<file path="config.mk">
export PLATFORM = sky130hd
export DESIGN_NAME = smram_route_top
export DESIGN_NICKNAME = d
export VERILOG_FILES = /design/src/rtl/smram_pkg.sv /design/src/rtl/smram_ctrl.sv /design/src/rtl/smram_dp.sv /design/src/rtl/smram_route_top.sv
export SDC_FILE = /design/constraint.sdc
export NUM_CORES = 1
export LEC_CHECK = 0
export ABC_AREA = 1
export CAP_MARGIN = 20
export CORE_MARGIN = 2
export CORE_UTILIZATION = 35
export CTS_CLUSTER_DIAMETER = 30
export DETAILED_ROUTE_END_ITERATION = 8
export DONT_BUFFER_PORTS = 1
export GPL_TIMING_DRIVEN = 1
export PLACE_DENSITY = 0.51
export SYNTH_ARGS = -nofsm -noshare
export SYNTH_HDL_FRONTEND = slang
export SYNTH_SLANG_ARGS = --single-unit
</file>
<file path="constraint.sdc">
create_clock -name clk -period 5.2 [get_ports clk]
set_clock_uncertainty 0.15 [all_clocks]
set_input_delay 1.04 -clock clk [delete_from_list [all_inputs] [get_ports clk]]
set_output_delay 1.04 -clock clk [all_outputs]
set_load 0.01 [all_outputs]
</file>
<file path="src/rtl/smram_pkg.sv">
package smram_pkg;
  localparam int unsigned ADDR_W = 32;

  localparam logic [ADDR_W-1:0] LEGACY_LO = 32'h000A_0000;
  localparam logic [ADDR_W-1:0] LEGACY_HI = 32'h000B_FFFF;
  localparam logic [ADDR_W-1:0] ALIAS_LO  = 32'h100A_0000;
  localparam logic [ADDR_W-1:0] ALIAS_HI  = 32'h100F_FFFF;
  localparam logic [ADDR_W-1:0] HIGH_BASE = 32'h1000_0000;
  localparam logic [ADDR_W-1:0] SEG_UNIT  = 32'h0002_0000;

  localparam int unsigned NUM_REGIONS = 3;
  localparam int unsigned IDX_LEGACY  = 0;
  localparam int unsigned IDX_ALIAS   = 1;
  localparam int unsigned IDX_SEG     = 2;

  // strobes from control to datapath
  typedef struct packed {
    logic       legacyOn;
    logic       aliasOn;
    logic       segOn;
    logic [1:0] segCode;
  } routeStb_t;
endpackage

</file>
<file path="src/rtl/smram_ctrl.sv">
module smram_ctrl
  import smram_pkg::*;
(
  input  logic       clk,
  input  logic       rstN,
  input  logic       smiActN,
  input  logic       cfgWrEn,
  input  logic       cfgSel,
  input  logic [7:0] cfgWrData,
  input  logic       errEvt,
  output routeStb_t  stb,
  output logic [7:0] ctlRd,
  output logic [7:0] extRd
);
  logic [2:0] baseSegQ;
  logic       gEnQ, lockQ, closeQ, openQ;
  logic       segEnQ, highQ, errQ;
  logic [1:0] segCodeQ;
  logic       ctlWr, extWr, lockNext, regionsOpen;

  assign ctlWr    = cfgWrEn & ~cfgSel;
  assign extWr    = cfgWrEn & cfgSel;
  assign lockNext = lockQ | cfgWrData[4];

  always_ff @(posedge clk or negedge rstN) begin
    if (!rstN) begin
      baseSegQ <= '0;
      gEnQ     <= 1'b0;
      lockQ    <= 1'b0;
      closeQ   <= 1'b0;
      openQ    <= 1'b0;
    end else if (ctlWr) begin
      baseSegQ <= cfgWrData[2:0];
      gEnQ     <= cfgWrData[3];
      lockQ    <= lockNext;
      closeQ   <= cfgWrData[5];
      openQ    <= cfgWrData[6] & ~lockNext;
    end
  end

  always_ff @(posedge clk or negedge rstN) begin
    if (!rstN) begin
      segEnQ   <= 1'b0;
      segCodeQ <= '0;
      highQ    <= 1'b0;
    end else if (extWr) begin
      segEnQ   <= cfgWrData[0];
      segCodeQ <= cfgWrData[2:1];
      highQ    <= cfgWrData[7];
    end
  end

  always_ff @(posedge clk or negedge rstN) begin
    if (!rstN)                       errQ <= 1'b0;
    else if (errEvt)                 errQ <= 1'b1;
    else if (extWr && cfgWrData[6])  errQ <= 1'b0;
  end

  assign regionsOpen  = gEnQ & (~smiActN | openQ);
  assign stb.legacyOn = regionsOpen & ~highQ;
  assign stb.aliasOn  = regionsOpen & highQ;
  assign stb.segOn    = regionsOpen & segEnQ;
  assign stb.segCode  = segCodeQ;

  assign ctlRd = {1'b0, openQ, closeQ, lockQ, gEnQ, baseSegQ};
  assign extRd = {highQ, errQ, 3'b000, segCodeQ, segEnQ};


  lock_sticky_chk: assert property (@(posedge clk) disable iff (!rstN)
    lockQ |=> lockQ);

  open_locked_chk: assert property (@(posedge clk) disable iff (!rstN)
    lockQ |-> !openQ);

  err_set_chk: assert property (@(posedge clk) disable iff (!rstN)
    errEvt |=> errQ);

  err_clear_chk: assert property (@(posedge clk) disable iff (!rstN)
    (extWr && cfgWrData[6] && !errEvt) |=> !errQ);
endmodule

</file>
<file path="src/rtl/smram_dp.sv">
module smram_dp
  import smram_pkg::*;
#(
  parameter logic [ADDR_W-1:0] DRAM_BYTES = 32'h0400_0000
)(
  input  logic              clk,
  input  logic              rstN,
  input  logic [ADDR_W-1:0] hostAddr,
  input  routeStb_t         stb,
  output logic              toDram,
  output logic [ADDR_W-1:0] dramAddr
);
  localparam logic [ADDR_W-1:0] SEG_END = HIGH_BASE + DRAM_BYTES;

  logic [ADDR_W-1:0] segSize;
  logic [ADDR_W-1:0] loBound [NUM_REGIONS];
  logic [ADDR_W-1:0] hiBound [NUM_REGIONS];
  logic [NUM_REGIONS-1:0] hit, regionOn, sel;

  assign segSize = SEG_UNIT << stb.segCode;

  assign loBound[IDX_LEGACY] = LEGACY_LO;
  assign hiBound[IDX_LEGACY] = LEGACY_HI;
  assign loBound[IDX_ALIAS]  = ALIAS_LO;
  assign hiBound[IDX_ALIAS]  = ALIAS_HI;
  assign loBound[IDX_SEG]    = SEG_END - segSize;
  assign hiBound[IDX_SEG]    = SEG_END - 32'd1;

  assign regionOn[IDX_LEGACY] = stb.legacyOn;
  assign regionOn[IDX_ALIAS]  = stb.aliasOn;
  assign regionOn[IDX_SEG]    = stb.segOn;

  for (genvar i = 0; i < NUM_REGIONS; i++) begin : g_region
    assign hit[i] = (hostAddr >= loBound[i]) && (hostAddr <= hiBound[i]);
    assign sel[i] = hit[i] & regionOn[i];
  end

  assign toDram = |sel;

  always_comb begin
    if (sel[IDX_LEGACY])                  dramAddr = hostAddr;
    else if (sel[IDX_ALIAS] | sel[IDX_SEG]) dramAddr = hostAddr - HIGH_BASE;
    else                                  dramAddr = '0;
  end


  dram_in_range_chk: assert property (@(posedge clk) disable iff (!rstN)
    toDram |-> (dramAddr < DRAM_BYTES));

  idle_addr_zero_chk: assert property (@(posedge clk) disable iff (!rstN)
    !toDram |-> (dramAddr == '0));
endmodule

</file>
<file path="src/rtl/smram_route_top.sv">
module smram_route_top
  import smram_pkg::*;
#(
  parameter logic [31:0] DRAM_BYTES = 32'h0400_0000
)(
  input  logic        clk,
  input  logic        rstN,
  input  logic [31:0] hostAddr,
  input  logic        smiActN,
  input  logic        cfgWrEn,
  input  logic        cfgSel,
  input  logic [7:0]  cfgWrData,
  input  logic        errEvt,
  output logic        toDram,
  output logic [31:0] dramAddr,
  output logic [7:0]  ctlRd,
  output logic [7:0]  extRd
);
  routeStb_t stb;

  smram_ctrl ctrl_i (
    .clk(clk), .rstN(rstN), .smiActN(smiActN), .cfgWrEn(cfgWrEn),
    .cfgSel(cfgSel), .cfgWrData(cfgWrData), .errEvt(errEvt),
    .stb(stb), .ctlRd(ctlRd), .extRd(extRd)
  );

  smram_dp #(.DRAM_BYTES(DRAM_BYTES)) dp_i (
    .clk(clk), .rstN(rstN), .hostAddr(hostAddr), .stb(stb),
    .toDram(toDram), .dramAddr(dramAddr)
  );


  disabled_pci_chk: assert property (@(posedge clk) disable iff (!rstN)
    !ctlRd[3] |-> !toDram);

  closed_pci_chk: assert property (@(posedge clk) disable iff (!rstN)
    (smiActN && !ctlRd[6]) |-> !toDram);
endmodule

</file>
==> key figures, run 1 <==
Run status
  – Outcome: finished, final reports clean

Timing
  – RSZ-0062 raised after global routing: false
  – Slew HR: between 50% and 60%
  – Setup slack after layout: roughly 1.4 ns
  – Final hold violation count: 0
  – Final setup vio count: 0
  – Final min period: between 3 and 4 ns
  – Hold slack: roughly 0.34 ns
  – Worst slew pin tran: between 0.6 and 0.7 ns
  – Final worst path period share: 72.2%
  – Final-report max-slew violation count: 0
  – Fmax: ~270 MHz
  – Sum Neg Setup Slack: 0 ns

Synthesis
  – Synthesized flop and latch total: 12
  – Yosys top cell area share: about a quarter
  – FFs w/ async S/R, synth: 100%
  – Yosys cell types: 22
  – Synth Area per Inst: approximately 5.3 µm²
  – Top post-synthesis cells by count: nand2_1 (113), nor2_1 (71), inv_1 (57), buf_4 (13), dfrtp_1 (12)
  – Synthesis warning total: 0
  – Synth Flop Type: dfrtp_1
  – Dominant cells by area after synthesis: nand2_1 (24%), dfrtp_1 (17%), nor2_1 (15%)
  – Top-count cell post-synth: nand2_1
  – Mapped Area: about 0.0017 mm²
  – Sequential share of the synthesized area: 17.3%
  – Cells after synthesis: between 300 and 400
  – Post-synth EDFFs: 0
  – Post-synth top area cell: nand2_1

Critical path
  – Crit path cell chain: ha_1 > nand2_1 > inv_1 > nand2_1 > nand2_1 > nand2_1 > nand3_1 > nand2_1 > a21oi_2 > nor2_4 > nor2_1
  – CP Depth: 11
  – CP delay by family, top: simple AND/OR/NAND/NOR gates
  – Crit Path Class: in -> out
  – CP startpoint kind: input port
  – Most common cell on crit path: nand2_1
  – Critical Path RT: 4.01 ns
  – WP buf/inv: 1
  – Worst Path Arrival: 2.56 ns
  – Max FO, Critical Path: 28
  – Worst path max stage delay: roughly 0.51 ns
  – Worst Setup SP: hostAddr[19]
  – Worst R2R End: ctrl_i.highQ
  – Worst Setup End Kind: output pin
  – R2R setup slack: 4.29 ns
  – CP endpoint: dramAddr[19]
  – Worst r2r path cells: 2
  – Worst r2r src: ctrl_i.highQ
  – Worst path slowest cell: nor2_4

Power and ir drop
  – Leak Pwr: 1.06 nW
  – PD cells: approximately 160 mW/mm²
  – VDD IR max: about 0.00017 V

Global routing
  – Vias in the first global route: between 1500 and 2000
  – Global routing's busiest layer: met2
  – Largest net degree at the start of global routing: 29
  – GRT Overall Usage: around 16%
  – Grt ovf: 0
  – First-pass GRT wire length: 6.79 mm
  – Met1 Use GR: 21.5%
  – M2 GR Usage: about 24%
  – Met3 Usage GRT: a little under 5%
  – Initial antenna violation count: 0

Clock network
  – CTS buffer count: 3
  – Clock latency on the worst-skew pair: roughly 0.24 ns
  – Worst-path clk slew: 0.05 ns
  – Resize count post-CTS: 0
  – Hold_buf cts: 0
  – Setup bufs post-CTS: 0
  – Clock buffer depth: 2
  – Clk sinks: 12
  – CTS tree: built
  – CTS H-tree depth: 1
  – CTS root buffer: clkbuf_8

Place
  – Hpwl dp: 3.64 mm
  – RePlAce Congestion: about 0.81
  – Post-place setup slack: about 1.4 ns
  – IO buf count: 0

Floorplanning
  – Die H: 74.5 µm
  – DIE AREA: 0.00555 mm²
  – Initial Util: between 30 and 40%
  – Core ar.: 0.00475 mm²
  – I/O pins: 95
  – Overall die width: around 74 µm
  – Core Rows: 25

Cells and area
  – Filler cells: 563
  – Share of layout cells above drive strength 1: ~5.9%
  – NumNets Final: about 380
  – N_diodes: 0
  – Syn-to-layout area delta: 2.81%

Route
  – Vias after detailed routing: 1718
  – Final ANT Viol Nets: 0
  – First-pass DRT Iterations: 4
  – DR WL/cell: ~11 µm
  – Vias per inst: 4.42
  – Final WL: around 4.3 mm
  – Starting DRT DRC Count: 64
  – Residual DRC: 0

Worst hold path
  – Worst min path class: in -> async

Flow run
  – Max-cap violations: 0
==> stage by stage <==
stage | total power (W) | std cells | instance area, µm² | util, %
floorplan | 0.000184 | 333 | 1770 | -
global placement | 0.000188 | 385 | 1730 | 36.4
detailed placement | 0.000189 | 385 | 1730 | 36.4
CTS | 0.000291 | 389 | 1790 | 37.6
global route | 0.000311 | 389 | 1790 | 37.6
finish | 0.000288 | 389 | 1790 | 37.6
==> logic make-up after synthesis <==
group	count (synthesis)	share of synthesized area (%)
buffers and inverters	73	19.4
DFF	12	17.3
and+or+nand+nor	212	50.5
adders and majority gates	10	7.20
AOI/OAI and AO/OA	17	5.40
other	1	0.216
==> cells in the final DEF, fill, tap and decap left out, types with 3 or more instances in the layout <==
master    instances
a21oi_1           5
clkbuf_8          4
conb_1            9
dfrtp_1          12
ha_1             10
inv_1            57
nand2_1         113
nand2_2           5
nand3_1           7
nand4_1           6
nor2_1           71
nor2_4            3
o21ai_0           9
==> final cells by class <==
class                           instances  area [µm²]  share of cell area (%)
Inverter                               58         218                    12.2
Clock buffer                            4        55.1                    3.08
Sequential cell                        12         300                    16.8
Multi-Input combinational cell        248        1130                    63.2
Tap cell                               67        83.8                    4.69
==> registers in the layout, indices dropped and copies added (netlist names) <==
signal           cells
ctrl_i.baseSegQ      3
ctrl_i.openQ         1
ctrl_i.closeQ        1
ctrl_i.segEnQ        1
ctrl_i.gEnQ          1
ctrl_i.segCodeQ      2
ctrl_i.lockQ         1
ctrl_i.errQ          1
ctrl_i.highQ         1
==> power breakdown <==
group,internal (W),switching [W]
combinational,0.0000252,0.0000459
clock,0.0000669,0.0000346
sequential,0.000103,0.0000129
==> routing by layer <==
metal	routed length, µm	up-vias	part of all wire [%]
met5	0	-	0
met4	26	0	0.60
met3	343	2	8.0
met2	1850	59	43
met1	2090	721	49
li1	-	936	-
==> worst min-delay path by stage <==
stage	endpoint	slack [ns]	from
after detailed placement	ctrl_i.closeQ	0.39	ctrl_i.closeQ
after floorplan	ctrl_i.closeQ	0.29	ctrl_i.closeQ
after global routing	ctrl_i.lockQ	0.32	rstN
final	ctrl_i.segEnQ	0.34	rstN
after global placement	ctrl_i.closeQ	0.38	ctrl_i.closeQ
after CTS	ctrl_i.lockQ	0.34	rstN
No activity file was read; power rests on OpenSTA's default activity.
==> run 2, diff against run 1 <==
Clock period 5.2 ns to 3.9 ns, I/O delays scaled along.
==> key figures, run 2 (synthesis gave the netlist of run 1 again) <==
Timing
  – Final setup vio count: 0 (unchanged)
  – Fmax: between 200 and 300 MHz
  – Slew HR: 58.9% (+0.33 points)
  – Worst slew pin tran: 0.615 ns (-0.00497 ns)
  – Final hold violation count: 0 (unchanged)
  – Final min period: approximately 3.4 ns
  – Final worst path period share: slightly below 90%
  – Sum Neg Setup Slack: 0 ns (unchanged)
  – RSZ-0062 raised after global routing: false
  – Final-report max-slew violation count: 0 (unchanged)
  – Hold slack: 0.0833 ns (-0.256 ns)

Cells and area
  – NumNets Final: 379 (unchanged)
  – Regs by FF count: ctrl_i.baseSegQ (3), ctrl_i.segCodeQ (2)
  – Largest register FFs: 3 (unchanged)
  – Share of layout cells above drive strength 1: 5.90% (unchanged)
  – Largest reg by FF count: ctrl_i.baseSegQ
  – Most frequent cells in the layout: nand2_1 (113), nor2_1 (71), inv_1 (57), dfrtp_1 (12), ha_1 (10)
  – Syn-to-layout area delta: 2.81% (unchanged)
  – Most common cell after layout, fill and taps aside: nand2_1
  – N_diodes: 0 (unchanged)

Route
  – Starting DRT DRC Count: 102 (+59%)
  – Final ANT Viol Nets: 0 (unchanged)
  – First-pass DRT Iterations: 4 (unchanged)
  – Vias per inst: 4.33 (-1.9%)
  – Residual DRC: 0 (unchanged)
  – DR WL/cell: 10.9 µm (-1.3%)
  – Final WL: 4.25 mm (-1.3%)
  – Vias after detailed routing: 1685 (-1.9%)

Global routing
  – Initial antenna violation count: 0 (unchanged)
  – Largest net degree at the start of global routing: 29 (unchanged)
  – First-pass GRT wire length: 6.80 mm (+0.10%)
  – Vias in the first global route: 1547 (+0.13%)
  – GRT Overall Usage: 15.3% (-0.25 points)
  – Grt ovf: 0 (unchanged)

Critical path
  – Worst R2R End: ctrl_i.highQ
  – Worst r2r src: ctrl_i.highQ
  – Worst Path Arrival: 2.50 ns (-0.06 ns)
  – Worst r2r path cells: 2 (unchanged)
  – Worst Setup SP: ctrl_i.segCodeQ[0]
  – Critical Path RT: 2.97 ns (-1.04 ns)
  – Worst Setup End Kind: output pin
  – CP endpoint: dramAddr[10]
  – CP startpoint kind: flop
  – Max FO, Critical Path: 28 (unchanged)
  – R2R setup slack: 2.99 ns (-1.30 ns)
  – Crit Path Class: reg -> out

Run status
  – Outcome: finished, final reports clean

Clock network
  – CTS tree: built
  – Clk sinks: 12 (unchanged)
  – Clock latency on the worst-skew pair: 0.24 ns (about the same)
  – Resize count post-CTS: 0 (unchanged)
  – CTS buffer count: 3 (unchanged)
  – CTS H-tree depth: 1 (unchanged)
  – Clock buffer depth: 2 (unchanged)
  – CTS root buffer: clkbuf_8
  – Worst-path clk slew: 0.05 ns (about the same)
  – Setup bufs post-CTS: 0 (unchanged)
  – Hold_buf cts: 0 (unchanged)

Power and ir drop
  – VDD IR max: 0.000211 V (+27%)
  – Switching share of total power: 31.9% (-0.44 points)
  – Combinational Power Share: 24.8% (about the same)
  – Leak Pwr: 1.06 nW (unchanged)
  – Sw Pwr: 0.000122 W (+31%)
  – Register share of total power: 40.4% (+0.3 points)
  – PD cells: 214 mW/mm² (+32%)
  – Int Power: 0.000260 W (+33%)
  – Clk pwr share: 34.8% (-0.4 points)

Floorplanning
  – Core ar.: 0.00475 mm² (unchanged)
  – Core Rows: 25 (unchanged)
  – Initial Util: 36.6% (unchanged)
  – Overall die width: 74.5 µm (unchanged)
  – I/O pins: 95 (unchanged)
  – Die H: 74.5 µm (unchanged)
  – DIE AREA: 0.00555 mm² (unchanged)

Place
  – IO buf count: 0 (unchanged)
  – RePlAce Congestion: 0.806 (about the same)
  – Hpwl dp: 3.60 mm (-0.97%)

Flow run
  – Max-cap violations: 0 (unchanged)

Worst hold path
  – Worst min path class: in -> async
-- run 2: cell counts in the layout (fill, tap and decap cells not counted) --
Identical to the previous run, type by type.
-- run 2: power by group through the flow --
stage / Sequential [W] / Combinational [W] / Clock [W]
final: 0.000154 / 0.0000945 / 0.000133
after global routing: 0.000156 / 0.000112 / 0.000144
after CTS: 0.000155 / 0.0000953 / 0.000136
after detailed placement: 0.000156 / 0.0000948 / 0
after global placement: 0.000157 / 0.0000941 / 0
after floorplan: 0.000150 / 0.0000961 / 0
-- run 2: routing by layer --
metal,vias up,routed length [µm],GRT usage [%]
li1,937,-,-
met3,0,321,4.61
met2,53,1800,23.3
met5,-,0,0
met1,695,2120,22.6
met4,0,0,0.595
-- run 2: how the worst min path moves through the flow --
| stage | to | cells past startpoint |
|---|---|---|
| after floorplan | ctrl_i.closeQ | 2 |
| after global placement | ctrl_i.openQ | 0 |
| final | ctrl_i.lockQ | 0 |
| after CTS | ctrl_i.segCodeQ[0] | 0 |
| after detailed placement | ctrl_i.lockQ | 0 |
| after global routing | ctrl_i.lockQ | 0 |
-- run 2: area by class of cell --
type / instances / area (µm²)
clock buffers: 4 / 55.1
well taps: 67 / 83.8
fillers: 560 / 2970
multi-input cells: 248 / 1130
inverters: 58 / 218
flip-flops and latches: 12 / 300
-- run 2: through the flow --
stage	cell area [µm²]	total power, W	setup WS, ns	utilization (%)	std cells
global placement	1730	0.000251	0.668	36.4	385
detailed placement	1730	0.000251	0.633	36.4	385
global route	1790	0.000412	0.260	37.6	389
CTS	1790	0.000385	0.422	37.6	389
finish	1790	0.000381	0.474	37.6	389
floorplan	1770	0.000246	0.984	-	333
-- run 2: critical path: stages (launching register included) --
cell and delay [ns]:
dfrtp_1 0.44, or2_2 0.32, ha_1 0.29, nand2_1 0.08, nand2_1 0.05, nand2_1 0.05, nand2_1 0.04, nand2_1 0.05
nand3_1 0.07, nand2_1 0.10, a21oi_2 0.07, nor2_4 0.51, nor2_1 0.18
